===== config.mk =====
export PLATFORM = sky130hd
export DESIGN_NAME = rsb_unit
export DESIGN_NICKNAME = d
export VERILOG_FILES = /design/src/rtl/rsb_pkg.sv /design/src/rtl/rsb_shift_rot.sv /design/src/rtl/rsb_bit_ops.sv /design/src/rtl/rsb_unit.sv
export SDC_FILE = /design/constraint.sdc
export NUM_CORES = 1
export LEC_CHECK = 0
export ABC_AREA = 1
export BUFFER_PORTS_ARGS = -buffer_cell sky130_fd_sc_hd__buf_2
export CAP_MARGIN = 20
export CORE_UTILIZATION = 51
export DETAILED_ROUTE_END_ITERATION = 8
export GPL_TIMING_DRIVEN = 0
export PLACE_DENSITY = 0.85
export SLEW_MARGIN = 40
export SYNTH_ARGS = -nofsm -noshare
export SYNTH_HDL_FRONTEND = slang
export SYNTH_SLANG_ARGS = --single-unit
export TNS_END_PERCENT = 100

===== constraint.sdc =====
create_clock -name vclk -period 1.2
set_clock_uncertainty 0.15 [all_clocks]
set_input_delay 0.06 -clock vclk [all_inputs]
set_output_delay 0.06 -clock vclk [all_outputs]
set_load 0.02 [all_outputs]

===== src/rtl/rsb_pkg.sv =====
package rsb_pkg;

   typedef enum logic [3:0] {
      OP_ROLC  = 4'd0,
      OP_RORC  = 4'd1,
      OP_ROLT  = 4'd2,
      OP_RORT  = 4'd3,
      OP_SHLA  = 4'd4,
      OP_SHRA  = 4'd5,
      OP_NSWP  = 4'd6,
      OP_SHRL  = 4'd7,
      OP_BTST  = 4'd8,
      OP_BCLR  = 4'd9,
      OP_BSET  = 4'd10
   } rsb_op_e;

   localparam int FLG_Z = 3;
   localparam int FLG_N = 2;
   localparam int FLG_H = 1;
   localparam int FLG_C = 0;

endpackage


===== src/rtl/rsb_shift_rot.sv =====
module rsb_shift_rot #(
   parameter int DATA_W = 8
) (
   input  logic [DATA_W-1:0] din,
   input  logic [3:0]        op,
   input  logic              cin,
   output logic [DATA_W-1:0] dout,
   output logic              cout
);
   import rsb_pkg::*;

   localparam int HALF_W = DATA_W / 2;
   localparam int MSB    = DATA_W - 1;

   always_comb begin
      dout = din;
      cout = cin;
      case (rsb_op_e'(op))
         OP_ROLC: begin dout = {din[MSB-1:0], din[MSB]}; cout = din[MSB]; end
         OP_RORC: begin dout = {din[0], din[MSB:1]};     cout = din[0];   end
         OP_ROLT: begin dout = {din[MSB-1:0], cin};      cout = din[MSB]; end
         OP_RORT: begin dout = {cin, din[MSB:1]};        cout = din[0];   end
         OP_SHLA: begin dout = {din[MSB-1:0], 1'b0};     cout = din[MSB]; end
         OP_SHRA: begin dout = {din[MSB], din[MSB:1]};   cout = din[0];   end
         OP_NSWP: begin dout = {din[HALF_W-1:0], din[MSB:HALF_W]}; cout = 1'b0; end
         OP_SHRL: begin dout = {1'b0, din[MSB:1]};       cout = din[0];   end
         default: begin dout = din; cout = cin; end
      endcase
   end

   // right shifts must move the old low bit out to carry
   always_comb begin
      if (op == 4'd5 || op == 4'd7)
         p_rshift_carry_r6: assert (cout == din[0]);
   end

endmodule


===== src/rtl/rsb_bit_ops.sv =====
module rsb_bit_ops #(
   parameter int DATA_W = 8,
   parameter int IDX_W  = 3
) (
   input  logic [DATA_W-1:0] din,
   input  logic [IDX_W-1:0]  idx,
   input  logic              set_bit,
   output logic [DATA_W-1:0] dout,
   output logic              sel_val
);
   logic [DATA_W-1:0] pos_hot;

   for (genvar g = 0; g < DATA_W; g++) begin : g_dec
      assign pos_hot[g] = (idx == IDX_W'(g));
   end

   assign dout    = set_bit ? (din | pos_hot) : (din & ~pos_hot);
   assign sel_val = |(din & pos_hot);

   // exactly one bit position is addressed
   always_comb begin
      p_onehot_sel_r9: assert ($onehot0(pos_hot) && (pos_hot != '0));
   end

endmodule


===== src/rtl/rsb_unit.sv =====
module rsb_unit #(
   parameter int DATA_W = 8,
   localparam int IDX_W = (DATA_W > 1) ? $clog2(DATA_W) : 1
) (
   input  logic [DATA_W-1:0] operand,
   input  logic [IDX_W-1:0]  bit_idx,
   input  logic [3:0]        op_sel,
   input  logic [3:0]        flags_in,
   output logic [DATA_W-1:0] result,
   output logic [3:0]        flags_out,
   output logic              wr_en
);
   import rsb_pkg::*;

   if (DATA_W < 2 || (DATA_W % 2) != 0) begin : g_bad_width
      $error("rsb_unit: DATA_W must be even and at least 2");
   end

   logic [DATA_W-1:0] sr_res;
   logic              sr_c;
   logic [DATA_W-1:0] bo_res;
   logic              bo_val;

   rsb_shift_rot #(.DATA_W(DATA_W)) u_sr (
      .din  (operand),
      .op   (op_sel),
      .cin  (flags_in[FLG_C]),
      .dout (sr_res),
      .cout (sr_c)
   );

   rsb_bit_ops #(.DATA_W(DATA_W), .IDX_W(IDX_W)) u_bo (
      .din     (operand),
      .idx     (bit_idx),
      .set_bit (op_sel == OP_BSET),
      .dout    (bo_res),
      .sel_val (bo_val)
   );

   always_comb begin
      result    = operand;
      flags_out = flags_in;
      wr_en     = 1'b0;
      if (!op_sel[3]) begin
         result           = sr_res;
         flags_out[FLG_Z] = (sr_res == '0);
         flags_out[FLG_N] = 1'b0;
         flags_out[FLG_H] = 1'b0;
         flags_out[FLG_C] = sr_c;
         wr_en            = 1'b1;
      end else begin
         case (op_sel)
            OP_BTST: begin
               flags_out[FLG_Z] = ~bo_val;
               flags_out[FLG_N] = 1'b0;
               flags_out[FLG_H] = 1'b1;
            end
            OP_BCLR, OP_BSET: begin
               result = bo_res;
               wr_en  = 1'b1;
            end
            default: ;
         endcase
      end
   end

   // Checks on the merged outputs against the inputs
   always_comb begin
      if (!op_sel[3]) begin
         p_nh_clear_r1: assert (flags_out[FLG_N] == 1'b0 && flags_out[FLG_H] == 1'b0 && wr_en);
      end
      if (op_sel == 4'd8) begin
         p_test_nowb_r8: assert (!wr_en && result == operand && flags_out[FLG_C] == flags_in[FLG_C]);
      end
      if (op_sel == 4'd9 || op_sel == 4'd10) begin
         p_bit_flags_r9: assert (flags_out == flags_in && wr_en);
      end
      if (op_sel > 4'd10) begin
         p_undef_pass_r10: assert (!wr_en && result == operand && flags_out == flags_in);
      end
   end

endmodule


======== Word level (Yosys, flattened, before mapping) ========
Index checks and enable logic that the tools add are counted.
storage, ports and cells
  bits in registers ....................... 0
  output and inout bits ................... 13
  logic and storage cells ................. 39
operators by class
  eq/ne operators ......................... 17
  multiplexer cells ....................... 10
  bitwise gates (word level) .............. 5
  reduce and logical (&&, ||, !) cells .... 7
operator list
  kind                  number
  $pmux W8 S8           1
  $mux W8               3
  $and A8 B8 Y8         2
  $eq A4 B3 Y1 const B  4
  $eq A3 B3 Y1 const B  4
  $eq A4 B4 Y1 const B  3
  $eq A4 B2 Y1 const B  2
  $logic_not A8 Y1      1
  $not A8 Y8            1
  $or A8 B8 Y8          1
  $reduce_or A8 Y1      1
  $eq A3 B2 Y1 const B  2
  $mux W3               2
  $eq A4 B1 Y1 const B  1
  $logic_not A4 Y1      1
  $reduce_or A4 Y1      1
  $eq A3 B1 Y1 const B  1
  $logic_not A3 Y1      1
  $mux W1               3
  $pmux W1 S3           1
  $reduce_or A3 Y1      1
  $reduce_or A2 Y1      1
  $not A1 Y1            1

======== Depth between registers and ports, before layout ========
  depth after elaboration ................. 6
  depth in mapped cells ................... 10
  mapped depth without buffers ............ 9

======== Cells and area by module ========
From an unflattened synthesis, not the netlist that was laid out.
second synthesis, totals
  cell total of the unflattened synthesis .. 223
  area, all modules ....................... 1041.0 µm²
by module, submodules not included
  module         instances  cells each  area each (µm²)  seq. area each (µm²)
  rsb_shift_rot  1          89          402.9            0.0
  rsb_unit       1          87          382.9            0.0
  rsb_bit_ops    1          47          255.2            0.0

======== Worst setup path before layout ========
Ideal clock, no wire load.
  path kind ............................... input -> output
  start ................................... in op_sel[0]
  end ..................................... out result[0]
  arrival time ............................ 1014 ps
  path slack .............................. -24 ps
  stages on the path ...................... 7
  cell sequence ........................... buf_6 -> nor2_2 -> buf_6 -> nand3_1 -> nand2_1 -> nor2_2 -> a22oi_1
between the ends
  word-level cells in the longest chain between the ends .. 4
ends and longest elaborated chain
  what                                                 RTL line        text
  start, declared                                      rsb_unit.sv:7   input logic [3:0] op_sel,
  branches (longest 3 deep; another with $pmux W8 S8)  --
  $mux W8 (*)                                          rsb_unit.sv:44  if (!op_sel[3]) begin
  end, declared                                        rsb_unit.sv:9   output logic [DATA_W-1:0] result,
Mark *: on every way between the ends.

======== Final worst setup path ========
  start ................................... in bit_idx[1]
  end ..................................... out flags_out[3]
between the ends
  word-level cells in the longest chain between the ends .. 6
ends and longest elaborated chain
  what                                        RTL line           text
  start, declared                             rsb_unit.sv:6      input logic [IDX_W-1:0] bit_idx,
  $eq A3 B1 Y1, or another cell as far along  rsb_bit_ops.sv:14  assign pos_hot[g] = (idx == IDX_W'(g));
  $and A8 B8 Y8 (*)                           rsb_bit_ops.sv:18  assign sel_val = |(din & pos_hot);
  $reduce_or A8 Y1 (*)                        rsb_bit_ops.sv:18
  $not A1 Y1 (*)                              rsb_unit.sv:54     flags_out[FLG_Z] = ~bo_val;
  $mux W3 (*)                                 rsb_unit.sv:52     case (op_sel)
  $mux W3 (*)                                 rsb_unit.sv:44
  end, declared                               rsb_unit.sv:10     output logic [3:0] flags_out,
Every way passes the cells marked *; elsewhere a longest branch is shown, timed or not.

==> impl_metrics.tcl <==
set metrics [dict create \
    yosys_warnings 0 \
    netlist_instances 159 \
    status "complete, but fails checks" \
    wirelength_met1_um 1400 \
    violations "setup timing" \
    start_util 0.556 \
    layout.cells.non_filler 212 \
    wl_um 4290 \
    nClkBuffers 0 \
    rsz0062_at_grt "true" \
    io_pins 32 \
    top_layer "met4" \
    gp_congestion 0.931 \
    antenna_found_initial 0 \
    dr.pass1.iters 7 \
    avgRoutedWirePerCell_um 20.3 \
    cp.arrival_ns 1.23 \
    cap_violations 0 \
    die_w_um 39.9 \
    die_h_um 39.9 \
    antenna_cells 0 \
    syn_nets 178 \
    io_buffers 29 \
    synthTopCellsByArea "nand2_1 24%, nand3_1 17%, nor2_1 12%" \
    grt_usage 0.402 \
    slew_viol_final 0 \
    coreArea_sq_um 1320 \
    max_freq_ghz 0.696 \
    hp-class "in2out" \
    finalCritPeriodShare 1.20 \
    nFillCells 48 \
    grt_max_degree 11 \
    synth-seq-area-share 0 \
    nets 218 \
    dp_cells 203 \
    vias 1485 \
    hold_viol_final 0 \
    grt_pass1_vias 977 \
    path_class "in2out" \
    grt-ovfl-total 0 \
    vias_per_cell 7.00 \
    avgSynthCellArea_sq_um 4.60 \
    wl_met2_um 1800 \
    stdcell_area_sq_um 1230 \
    drtAntennaViolNets 0 \
    drtIter0Drc 140 \
    fin_crit_ns 1.44 \
    cp.required_ns 0.99 \
    startpoint_type "input port" \
    synth_top_area_share 0.236 \
    dr_wl_met3_um 623 \
    crit_fanout 7 \
    synth_cell_types 18 \
    slew_headroom 0.760 \
    design.seq.count 0 \
    tightest_slew_ns 0.358 \
    drive_gt1_frac 0.487 \
    placed_cell_area_sq_um 901 \
    drc 0 \
    power_density_nw_per_um2 441 \
    worstSetupEndpointType "output port" \
    vdd_drop_max_mv 0.328 \
    grt_pass1_wl_um 4330 \
    dieArea_sq_um 1590 \
    seq_area_sq_um 0 \
    finalSetupViolations 9 \
    row_count 13 \
    fin_ws_ns -0.236 \
    hpwlAfterDp_um 1820 \
    yosysTopAreaCell "nand2_1" \
    netlist_area_sq_um 732 \
    leakagePower_nw 0.652 \
    area_delta_synth_final_pct 68.4 \
]
==> final timing paths <==
check,start,end,slack [ns],cells past startpoint
worst max-delay path,bit_idx[1],flags_out[3],-0.24,10
worst min-delay path,flags_in[1],flags_out[1],0.29,4
==> logic make-up (layout without fill, tap and decap cells) <==
| family | after synthesis | after routing | share of synthesized area |
|---|---|---|---|
| simple gates | 114 | 114 | 0.694 |
| compound gates | 19 | 19 | 0.138 |
| buf+inv | 26 | 64 | 0.168 |
==> per-stage QoR <==
step                      power, mW  worst slack, ns  TNS (ns)  hold slack (ns)  utilization
after global routing          0.561           -0.293     -1.49            0.315        0.935
after global placement        0.344           -0.182    -0.532            0.279        0.684
final                         0.544           -0.236     -1.24            0.295        0.935
after floorplan               0.234           0.0375         0            0.101            -
after detailed placement      0.352           -0.221    -0.814            0.283        0.684
after CTS                     0.434          -0.0712    -0.298            0.287        0.844
==> synthesized netlist by cell type <==
cell type and n:
nor2_1 24, nor3_1 2, nand2_1 46, and2_1 2, o21ai_0 7, nand3_2 1, inv_2 5, nand2_2 2
a22oi_1 1, inv_1 16, o21ai_1 7, nand3_1 25, buf_2 2, buf_6 3, a21oi_1 3, o221ai_1 1
nor2_2 7, nand4_1 5
==> cells in the final DEF (no fill, tap or decap), types with 2 or more instances in the layout <==
cell / n
buf_2: 20
buf_4: 11
nor2_2: 6
nand3_2: 10
nor2_4: 7
nand2_1: 33
a21oi_1: 3
buf_6: 7
inv_2: 4
nand4_1: 5
nand2_2: 12
inv_4: 5
inv_1: 11
o21ai_2: 2
nor2_1: 18
buf_12: 2
and2_1: 2
clkbuf_4: 2
nand3_1: 16
nor3_2: 2
o21ai_1: 12
nand2_4: 2
==> report_power, final <==
group / switching [mW] / internal (mW)
clock: 0 / 0
combinational: 0.344 / 0.200
sequential: 0 / 0
==> layout make-up <==
type / count / area, sq um / area share
Inverter: 21 / 98.8 / 0.0802
Timing Repair Buffer: 38 / 274 / 0.222
Tap cell: 15 / 18.8 / 0.0152
Multi-Input combinational cell: 133 / 783 / 0.636
Buffer: 5 / 57.6 / 0.0467
==> worst max-delay path: stages <==
cell     delay (ns)
buf_2          0.20
inv_2          0.12
nand4_1        0.12
nand2_1        0.10
nor2_1         0.21
nand3_1        0.10
nand2_1        0.07
inv_1          0.05
nand2_2        0.07
buf_6          0.11
==> per-layer routing <==
metal,up-vias,global-route usage
met2,206,0.685
li1,597,-
met4,0,0.172
met3,73,0.0455
met1,609,0.490
met5,-,0
==> timing repair <==
action | in CTS | in global routing
gates resized for setup | 50 | 38
buffers inserted | 7 | 1
gates cloned | 1 | 0
pin swaps | 16 | 17
hold buffers | 0 | 0
setup endpoints to repair | 9 | 10
Note: power is estimated with default switching activity, not from simulation.
